--- src/rtl/sorter_pkg.sv ---
package sorter_pkg;
  localparam int unsigned LINES_PER_BANK = 32;

  typedef enum logic {
    CLS_IRQ = 1'b0,
    CLS_FIQ = 1'b1
  } sort_class_e;

  localparam int unsigned NUM_CLASSES = 2;
endpackage

--- src/rtl/sorter_cand.sv ---
module sorter_cand #(
  parameter int unsigned NUM_LINES = 128,
  parameter bit          IS_FIQ    = 1'b0
) (
  input  logic [NUM_LINES-1:0] pending_i,
  input  logic [NUM_LINES-1:0] mask_i,
  input  logic [NUM_LINES-1:0] route_fiq_i,
  output logic [NUM_LINES-1:0] cand_o
);
  localparam int unsigned NB = NUM_LINES / sorter_pkg::LINES_PER_BANK;
  localparam int unsigned LB = sorter_pkg::LINES_PER_BANK;

  for (genvar b = 0; b < NB; b++) begin : g_bank
    logic [LB-1:0] route_match;
    if (IS_FIQ) begin : g_fast
      assign route_match = route_fiq_i[b*LB +: LB];
    end else begin : g_norm
      assign route_match = ~route_fiq_i[b*LB +: LB];
    end
    assign cand_o[b*LB +: LB] = pending_i[b*LB +: LB] & ~mask_i[b*LB +: LB] & route_match;
  end
endmodule

--- src/rtl/sorter_scan.sv ---
module sorter_scan #(
  parameter int unsigned NUM_LINES = 128,
  parameter int unsigned PRIO_W    = 5,
  parameter int unsigned CODE_W    = $clog2(NUM_LINES)
) (
  input  logic [NUM_LINES-1:0]        cand_i,
  input  logic [NUM_LINES*PRIO_W-1:0] prio_i,
  output logic                        any_o,
  output logic [CODE_W-1:0]           win_o
);
  // Ascending scan with "<=" keeps the last of equal priorities,
  // so ties resolve to the largest line number.
  always_comb begin
    logic [PRIO_W-1:0] best;
    best  = '1;
    any_o = 1'b0;
    win_o = '0;
    for (int unsigned i = 0; i < NUM_LINES; i++) begin
      if (cand_i[i] && (prio_i[i*PRIO_W +: PRIO_W] <= best)) begin
        best  = prio_i[i*PRIO_W +: PRIO_W];
        win_o = CODE_W'(i);
        any_o = 1'b1;
      end
    end
  end
endmodule

--- src/rtl/sorter_class.sv ---
module sorter_class #(
  parameter int unsigned CODE_W = 7
) (
  input  logic              clk,
  input  logic              rst_n,
  input  logic              trig_i,
  input  logic              rearm_i,
  input  logic              glob_en_i,
  input  logic              any_i,
  input  logic [CODE_W-1:0] win_i,
  output logic              out_o,
  output logic [CODE_W-1:0] code_o,
  output logic              fire_o
);
  logic armed_q;
  logic eval_w;
  logic armed_eff;

  assign eval_w    = trig_i | rearm_i;
  assign armed_eff = rearm_i | armed_q;
  assign fire_o    = eval_w & armed_eff & any_i & glob_en_i;

  always_ff @(posedge clk or negedge rst_n) begin
    if (!rst_n) begin
      armed_q <= 1'b1;
      out_o   <= 1'b0;
      code_o  <= '0;
    end else if (fire_o) begin
      armed_q <= 1'b0;
      out_o   <= 1'b1;
      code_o  <= win_i;
    end else if (rearm_i) begin
      armed_q <= 1'b1;
      out_o   <= 1'b0;
    end
  end
endmodule

--- src/rtl/intc_prio_sorter.sv ---
module intc_prio_sorter #(
  parameter int unsigned NUM_BANKS = 4,
  parameter int unsigned PRIO_W    = 5,
  localparam int unsigned NUM_LINES = NUM_BANKS * sorter_pkg::LINES_PER_BANK,
  localparam int unsigned CODE_W    = $clog2(NUM_LINES)
) (
  input  logic                        clk,
  input  logic                        rst_n,
  input  logic [NUM_LINES-1:0]        pending_i,
  input  logic [NUM_LINES-1:0]        mask_i,
  input  logic [NUM_LINES-1:0]        route_fiq_i,
  input  logic [NUM_LINES*PRIO_W-1:0] prio_i,
  input  logic                        glob_en_i,
  input  logic                        pend_set_i,
  input  logic                        mask_wr_i,
  input  logic                        rearm_irq_i,
  input  logic                        rearm_fiq_i,
  output logic                        irq_o,
  output logic                        fiq_o,
  output logic [CODE_W-1:0]           irq_code_o,
  output logic [CODE_W-1:0]           fiq_code_o
);
  import sorter_pkg::*;

  logic                   trig_common;
  logic [NUM_CLASSES-1:0] cls_rearm;
  logic [NUM_CLASSES-1:0] cls_out;
  logic [NUM_CLASSES-1:0] cls_fire;
  logic [NUM_CLASSES-1:0] cls_any;
  logic [CODE_W-1:0]      cls_code [NUM_CLASSES];
  logic [CODE_W-1:0]      cls_win  [NUM_CLASSES];

  assign trig_common        = pend_set_i | mask_wr_i;
  assign cls_rearm[CLS_IRQ] = rearm_irq_i;
  assign cls_rearm[CLS_FIQ] = rearm_fiq_i;

  for (genvar c = 0; c < NUM_CLASSES; c++) begin : g_cls
    logic [NUM_LINES-1:0] cand;

    sorter_cand #(
      .NUM_LINES (NUM_LINES),
      .IS_FIQ    (c == int'(CLS_FIQ))
    ) u_cand (
      .pending_i   (pending_i),
      .mask_i      (mask_i),
      .route_fiq_i (route_fiq_i),
      .cand_o      (cand)
    );

    sorter_scan #(
      .NUM_LINES (NUM_LINES),
      .PRIO_W    (PRIO_W),
      .CODE_W    (CODE_W)
    ) u_scan (
      .cand_i (cand),
      .prio_i (prio_i),
      .any_o  (cls_any[c]),
      .win_o  (cls_win[c])
    );

    sorter_class #(
      .CODE_W (CODE_W)
    ) u_class (
      .clk       (clk),
      .rst_n     (rst_n),
      .trig_i    (trig_common),
      .rearm_i   (cls_rearm[c]),
      .glob_en_i (glob_en_i),
      .any_i     (cls_any[c]),
      .win_i     (cls_win[c]),
      .out_o     (cls_out[c]),
      .code_o    (cls_code[c]),
      .fire_o    (cls_fire[c])
    );
  end

  assign irq_o      = cls_out[CLS_IRQ];
  assign fiq_o      = cls_out[CLS_FIQ];
  assign irq_code_o = cls_code[CLS_IRQ];
  assign fiq_code_o = cls_code[CLS_FIQ];
endmodule

--- config.mk ---
export PLATFORM = sky130hd
export DESIGN_NAME = intc_prio_sorter
export DESIGN_NICKNAME = d
export VERILOG_FILES = /design/src/rtl/sorter_pkg.sv /design/src/rtl/sorter_cand.sv /design/src/rtl/sorter_scan.sv /design/src/rtl/sorter_class.sv /design/src/rtl/intc_prio_sorter.sv
export SDC_FILE = /design/constraint.sdc
export NUM_CORES = 2
export LEC_CHECK = 0
export ABC_CLOCK_PERIOD_IN_PS = 3900
export BUFFER_PORTS_ARGS = -buffer_cell sky130_fd_sc_hd__buf_4
export CORE_MARGIN = 2
export CORE_UTILIZATION = 30
export DETAILED_ROUTE_END_ITERATION = 10
export PLACE_DENSITY_LB_ADDON = 0.08
export SKIP_LAST_GASP = 1
export SLEW_MARGIN = 40
export SYNTH_ARGS = -nofsm -noshare
export SYNTH_HDL_FRONTEND = slang
export SYNTH_SLANG_ARGS = --single-unit
--- constraint.sdc ---
create_clock -name clk -period 3.9 [get_ports clk]
set_clock_uncertainty 0.1 [all_clocks]
set_input_delay 0.78 -clock clk [delete_from_list [all_inputs] [get_ports clk]]
set_output_delay 0.78 -clock clk [all_outputs]
set_load 0.005 [all_outputs]
==> run_summary.xml <==
<?xml version="1.0" encoding="UTF-8"?>
<metrics>
  <group name="detailed_routing">
    <metric name="route.vias.total" unit="">111000</metric>
    <metric name="viasPerCell" unit="">5.34</metric>
    <metric name="count_of_unresolved_drc_violations_after_routing" unit="">0</metric>
    <metric name="drt_pre_antenna_iters" unit="">6</metric>
    <metric name="wire_per_inst" unit="um">20.6</metric>
    <metric name="detail_route.wirelength" unit="um">428000</metric>
    <metric name="drtAntennaViolNets" unit="">0</metric>
    <metric name="drt-initial-drc-count" unit="">7033</metric>
  </group>
  <group name="floorplanning">
    <metric name="floorplan.die.width" unit="um">506</metric>
    <metric name="die_area" unit="um^2">256000</metric>
    <metric name="floorplan.die.height" unit="um">506</metric>
    <metric name="coreArea" unit="um^2">251000</metric>
    <metric name="initial_core_util" unit="">0.301</metric>
    <metric name="boundaryPins" unit="">1047</metric>
    <metric name="num_rows" unit="">184</metric>
  </group>
  <group name="cts">
    <metric name="clkLatencyLatePin" unit="ns">0.29</metric>
    <metric name="clockBufferDepth" unit="">2</metric>
    <metric name="ctsHtreeMaxLevel" unit="">1</metric>
    <metric name="cts_made_buffers" unit="">3</metric>
    <metric name="cts_tree" unit="">yes</metric>
    <metric name="clock-sinks" unit="">18</metric>
    <metric name="clock_tree.root_cell" unit="">sky130_fd_sc_hd__clkbuf_16</metric>
    <metric name="cts-hold-fix-buffers" unit="">0</metric>
    <metric name="worst_setup_hold_path_clk_slew" unit="ns">0.08</metric>
  </group>
  <group name="logic_synthesis">
    <metric name="synth.area.mux_share" unit="">0.0866</metric>
    <metric name="post_synth_net_total" unit="">12600</metric>
    <metric name="synth_edf_count" unit="">0</metric>
    <metric name="share_of_async_settable_or_async_resettable_flops_after_synthesis" unit="">1.00</metric>
    <metric name="synth_top_family_by_area" unit="">compound AO/OA/AOI/OAI gates</metric>
    <metric name="xor_xnor_portion_of_the_synthesized_cell_area" unit="">0.0253</metric>
    <metric name="avg_inst_size_synth" unit="um^2">7.02</metric>
    <metric name="synth-compound-area-share" unit="">0.355</metric>
    <metric name="synth-simple-area-share" unit="">0.304</metric>
    <metric name="synthCells" unit="">10800</metric>
    <metric name="synthAdderAreaFrac" unit="">0.145</metric>
    <metric name="yosysSeqAreaShare" unit="">0.00599</metric>
    <metric name="ys.warnings.count" unit="">0</metric>
    <metric name="ys.flop_type" unit="">sky130_fd_sc_hd__dfrtp_1</metric>
    <metric name="synth_seq_cells" unit="">18</metric>
    <metric name="synthesis.area" unit="um^2">75700</metric>
    <metric name="synthDistinctLibCells" unit="">217</metric>
  </group>
  <group name="timing">
    <metric name="final_hold_viol_count" unit="">0</metric>
    <metric name="timing_worst_slew_pin_value" unit="ns">0.931</metric>
    <metric name="grt_setup_unrepaired" unit="">true</metric>
    <metric name="timing_max_transition_violations_final" unit="">0</metric>
    <metric name="setup-tns-final" unit="ns">-3498.08</metric>
    <metric name="slew_headroom" unit="">0.374</metric>
    <metric name="maxClockFrequency" unit="GHz">0.00494</metric>
    <metric name="final_critical_path_share_of_the_clock_period" unit="">51.9</metric>
    <metric name="postLayoutSetupSlackWorst" unit="ns">-198.43</metric>
    <metric name="setup_viol_count_final" unit="">18</metric>
    <metric name="post-route-min-period" unit="ns">202.33</metric>
  </group>
  <group name="finish">
    <metric name="layout.filler_cells" unit="">24300</metric>
    <metric name="synthToLayoutAreaGrowth" unit="%">84.2</metric>
    <metric name="mostFrequentLayoutCell" unit="">sky130_fd_sc_hd__buf_4</metric>
    <metric name="layout-drive-gt1-share" unit="">0.554</metric>
    <metric name="mostFrequentLayoutCells" unit="">sky130_fd_sc_hd__buf_4 (6,770), sky130_fd_sc_hd__nand2_1 (1,077), sky130_fd_sc_hd__nor2_1 (896), sky130_fd_sc_hd__inv_1 (696), sky130_fd_sc_hd__ha_1 (633)</metric>
    <metric name="finalNonFillerCells" unit="">20700</metric>
    <metric name="post-route-util" unit="">0.555</metric>
    <metric name="num-nets-final" unit="">19100</metric>
  </group>
  <group name="placement">
    <metric name="io_buffers" unit="">1046</metric>
    <metric name="numPlacedInstances" unit="">19900</metric>
    <metric name="detailed_place_hpwl" unit="um">371000</metric>
    <metric name="dp_worst_setup_slack" unit="ns">-209.15</metric>
    <metric name="gpl.final_weighted_congestion" unit="">1.01</metric>
  </group>
  <group name="grt">
    <metric name="number_of_global_route_vias_before_repair" unit="">111000</metric>
    <metric name="largest_net_degree_at_the_start_of_global_routing" unit="">19</metric>
    <metric name="grt_overflow_total" unit="">0</metric>
    <metric name="gr-usage-all-layers" unit="">0.311</metric>
    <metric name="wire_length_of_the_first_global_routing_pass" unit="um">636000</metric>
    <metric name="antenna_found_initial" unit="">146</metric>
  </group>
  <group name="critical_path">
    <metric name="critPathMaxFanout" unit="">8</metric>
    <metric name="critPathMostFrequentCell" unit="">sky130_fd_sc_hd__buf_4</metric>
    <metric name="critical_path_arrival" unit="ns">202.40</metric>
    <metric name="crit_path_max_incr_delay" unit="ns">0.56</metric>
    <metric name="cp-start-kind" unit="">input port</metric>
    <metric name="endpoint_kind" unit="">flop</metric>
    <metric name="cp.required" unit="ns">3.97</metric>
    <metric name="critical-path-slowest-cell" unit="">sky130_fd_sc_hd__or4b_4</metric>
    <metric name="worstSetupPathType" unit="">in2reg</metric>
  </group>
  <group name="outcome">
    <metric name="violations" unit="">setup timing</metric>
    <metric name="outcome" unit="">finished, violations left</metric>
  </group>
  <group name="run">
    <metric name="cap_viol_max_count" unit="">0</metric>
  </group>
  <group name="worst_hold_path">
    <metric name="hp-class" unit="">in2async</metric>
  </group>
</metrics>
metal layers:
metal / global-route usage / part of all wire
met3: 0.0377 / 0.050
met4: 0.159 / 0.053
met5: 0 / 0.0017
met1: 0.391 / 0.43
met2: 0.519 / 0.47
state kept, by name (all words and copies together) (netlist names):
register / count
g_cls.u_class.code_o: 14
g_cls.u_class.armed_q: 2
g_cls.u_class.out_o: 2
what timing repair did:
action	CTS	global route
setup endpoints to repair	18	18
pin swaps	667	577
gates resized for setup	634	803
gates cloned	1	2
setup buffers	548	239
cells by family after synthesis:
| family | Yosys count |
|---|---|
| buffers and inverters | 1081 |
| xor gates and xnor gates | 218 |
| DFF | 18 |
| and+or+nand+nor | 4348 |
| muxes | 594 |
| AOI/OAI and AO/OA | 3635 |
| adders and majority gates | 892 |
critical path: cells and delay by family:
| family | cells | cell delay, ns |
|---|---|---|
| adder cells (fa/ha/maj) | 130 | 32.18 |
| AND/OR/NAND/NOR | 304 | 53.40 |
| buffers and inverters | 166 | 19.38 |
| AO/OA/AOI/OAI | 432 | 76.33 |
| multiplexers | 82 | 23.11 |
final timing paths:
kind,startpoint,end,slack (ns),cells after the start
setup / recovery,route_fiq_i[0],g_cls[0].u_class.code_o[4],-198.43,1114
hold / removal,rst_n,g_cls[1].u_class.out_o,0.29,1
setup reg to reg,g_cls[0].u_class.armed_q,g_cls[0].u_class.code_o[4],1.76,6
hold reg to reg,g_cls[0].u_class.out_o,g_cls[0].u_class.out_o,0.39,1
max in group asynchronous,rst_n,g_cls[0].u_class.armed_q,3.08,1
min in group clk,g_cls[0].u_class.out_o,g_cls[0].u_class.out_o,0.39,1
layout make-up:
| class | count | area, um^2 | area share |
|---|---|---|---|
| Sequential cell | 18 | 453 | 0.00325 |
| Antenna cell | 89 | 223 | 0.00160 |
| Inverter | 757 | 2880 | 0.0206 |
| Timing Repair Buffer | 6829 | 51500 | 0.370 |
| Multi-Input combinational cell | 9689 | 80000 | 0.574 |
| Clock buffer | 4 | 88.8 | 0.000637 |
| Tap cell | 3348 | 4190 | 0.0301 |
stage by stage:
step	hold slack, ns	cell area [um^2]
floorplan	0.365	80100
global placement	0.379	126000
detailed placement	0.378	127000
CTS	0.294	134000
global route	0.305	139000
finish	0.287	139000
cell usage after synthesis, types with 129 or more instances:
| cell type | count | area, um^2 |
|---|---|---|
| sky130_fd_sc_hd__nand3_1 | 302 | 1510 |
| sky130_fd_sc_hd__a211oi_1 | 129 | 968 |
| sky130_fd_sc_hd__xnor2_1 | 189 | 1660 |
| sky130_fd_sc_hd__nor2_1 | 996 | 3740 |
| sky130_fd_sc_hd__o211ai_1 | 157 | 1180 |
| sky130_fd_sc_hd__nand3b_1 | 132 | 991 |
| sky130_fd_sc_hd__o21ai_0 | 669 | 3350 |
| sky130_fd_sc_hd__a21oi_1 | 635 | 3180 |
| sky130_fd_sc_hd__nor3_1 | 252 | 1260 |
| sky130_fd_sc_hd__a31oi_1 | 147 | 920 |
| sky130_fd_sc_hd__inv_1 | 742 | 2790 |
| sky130_fd_sc_hd__a21o_1 | 225 | 1690 |
| sky130_fd_sc_hd__nand2_1 | 1153 | 4330 |
| sky130_fd_sc_hd__ha_1 | 820 | 10300 |
| sky130_fd_sc_hd__and3_1 | 170 | 1060 |
| sky130_fd_sc_hd__mux2i_1 | 281 | 2810 |
| sky130_fd_sc_hd__mux2_2 | 230 | 2590 |
Power is not shown: default switching activity piles up to over one toggle a cycle in this logic, so the estimate is an artifact.
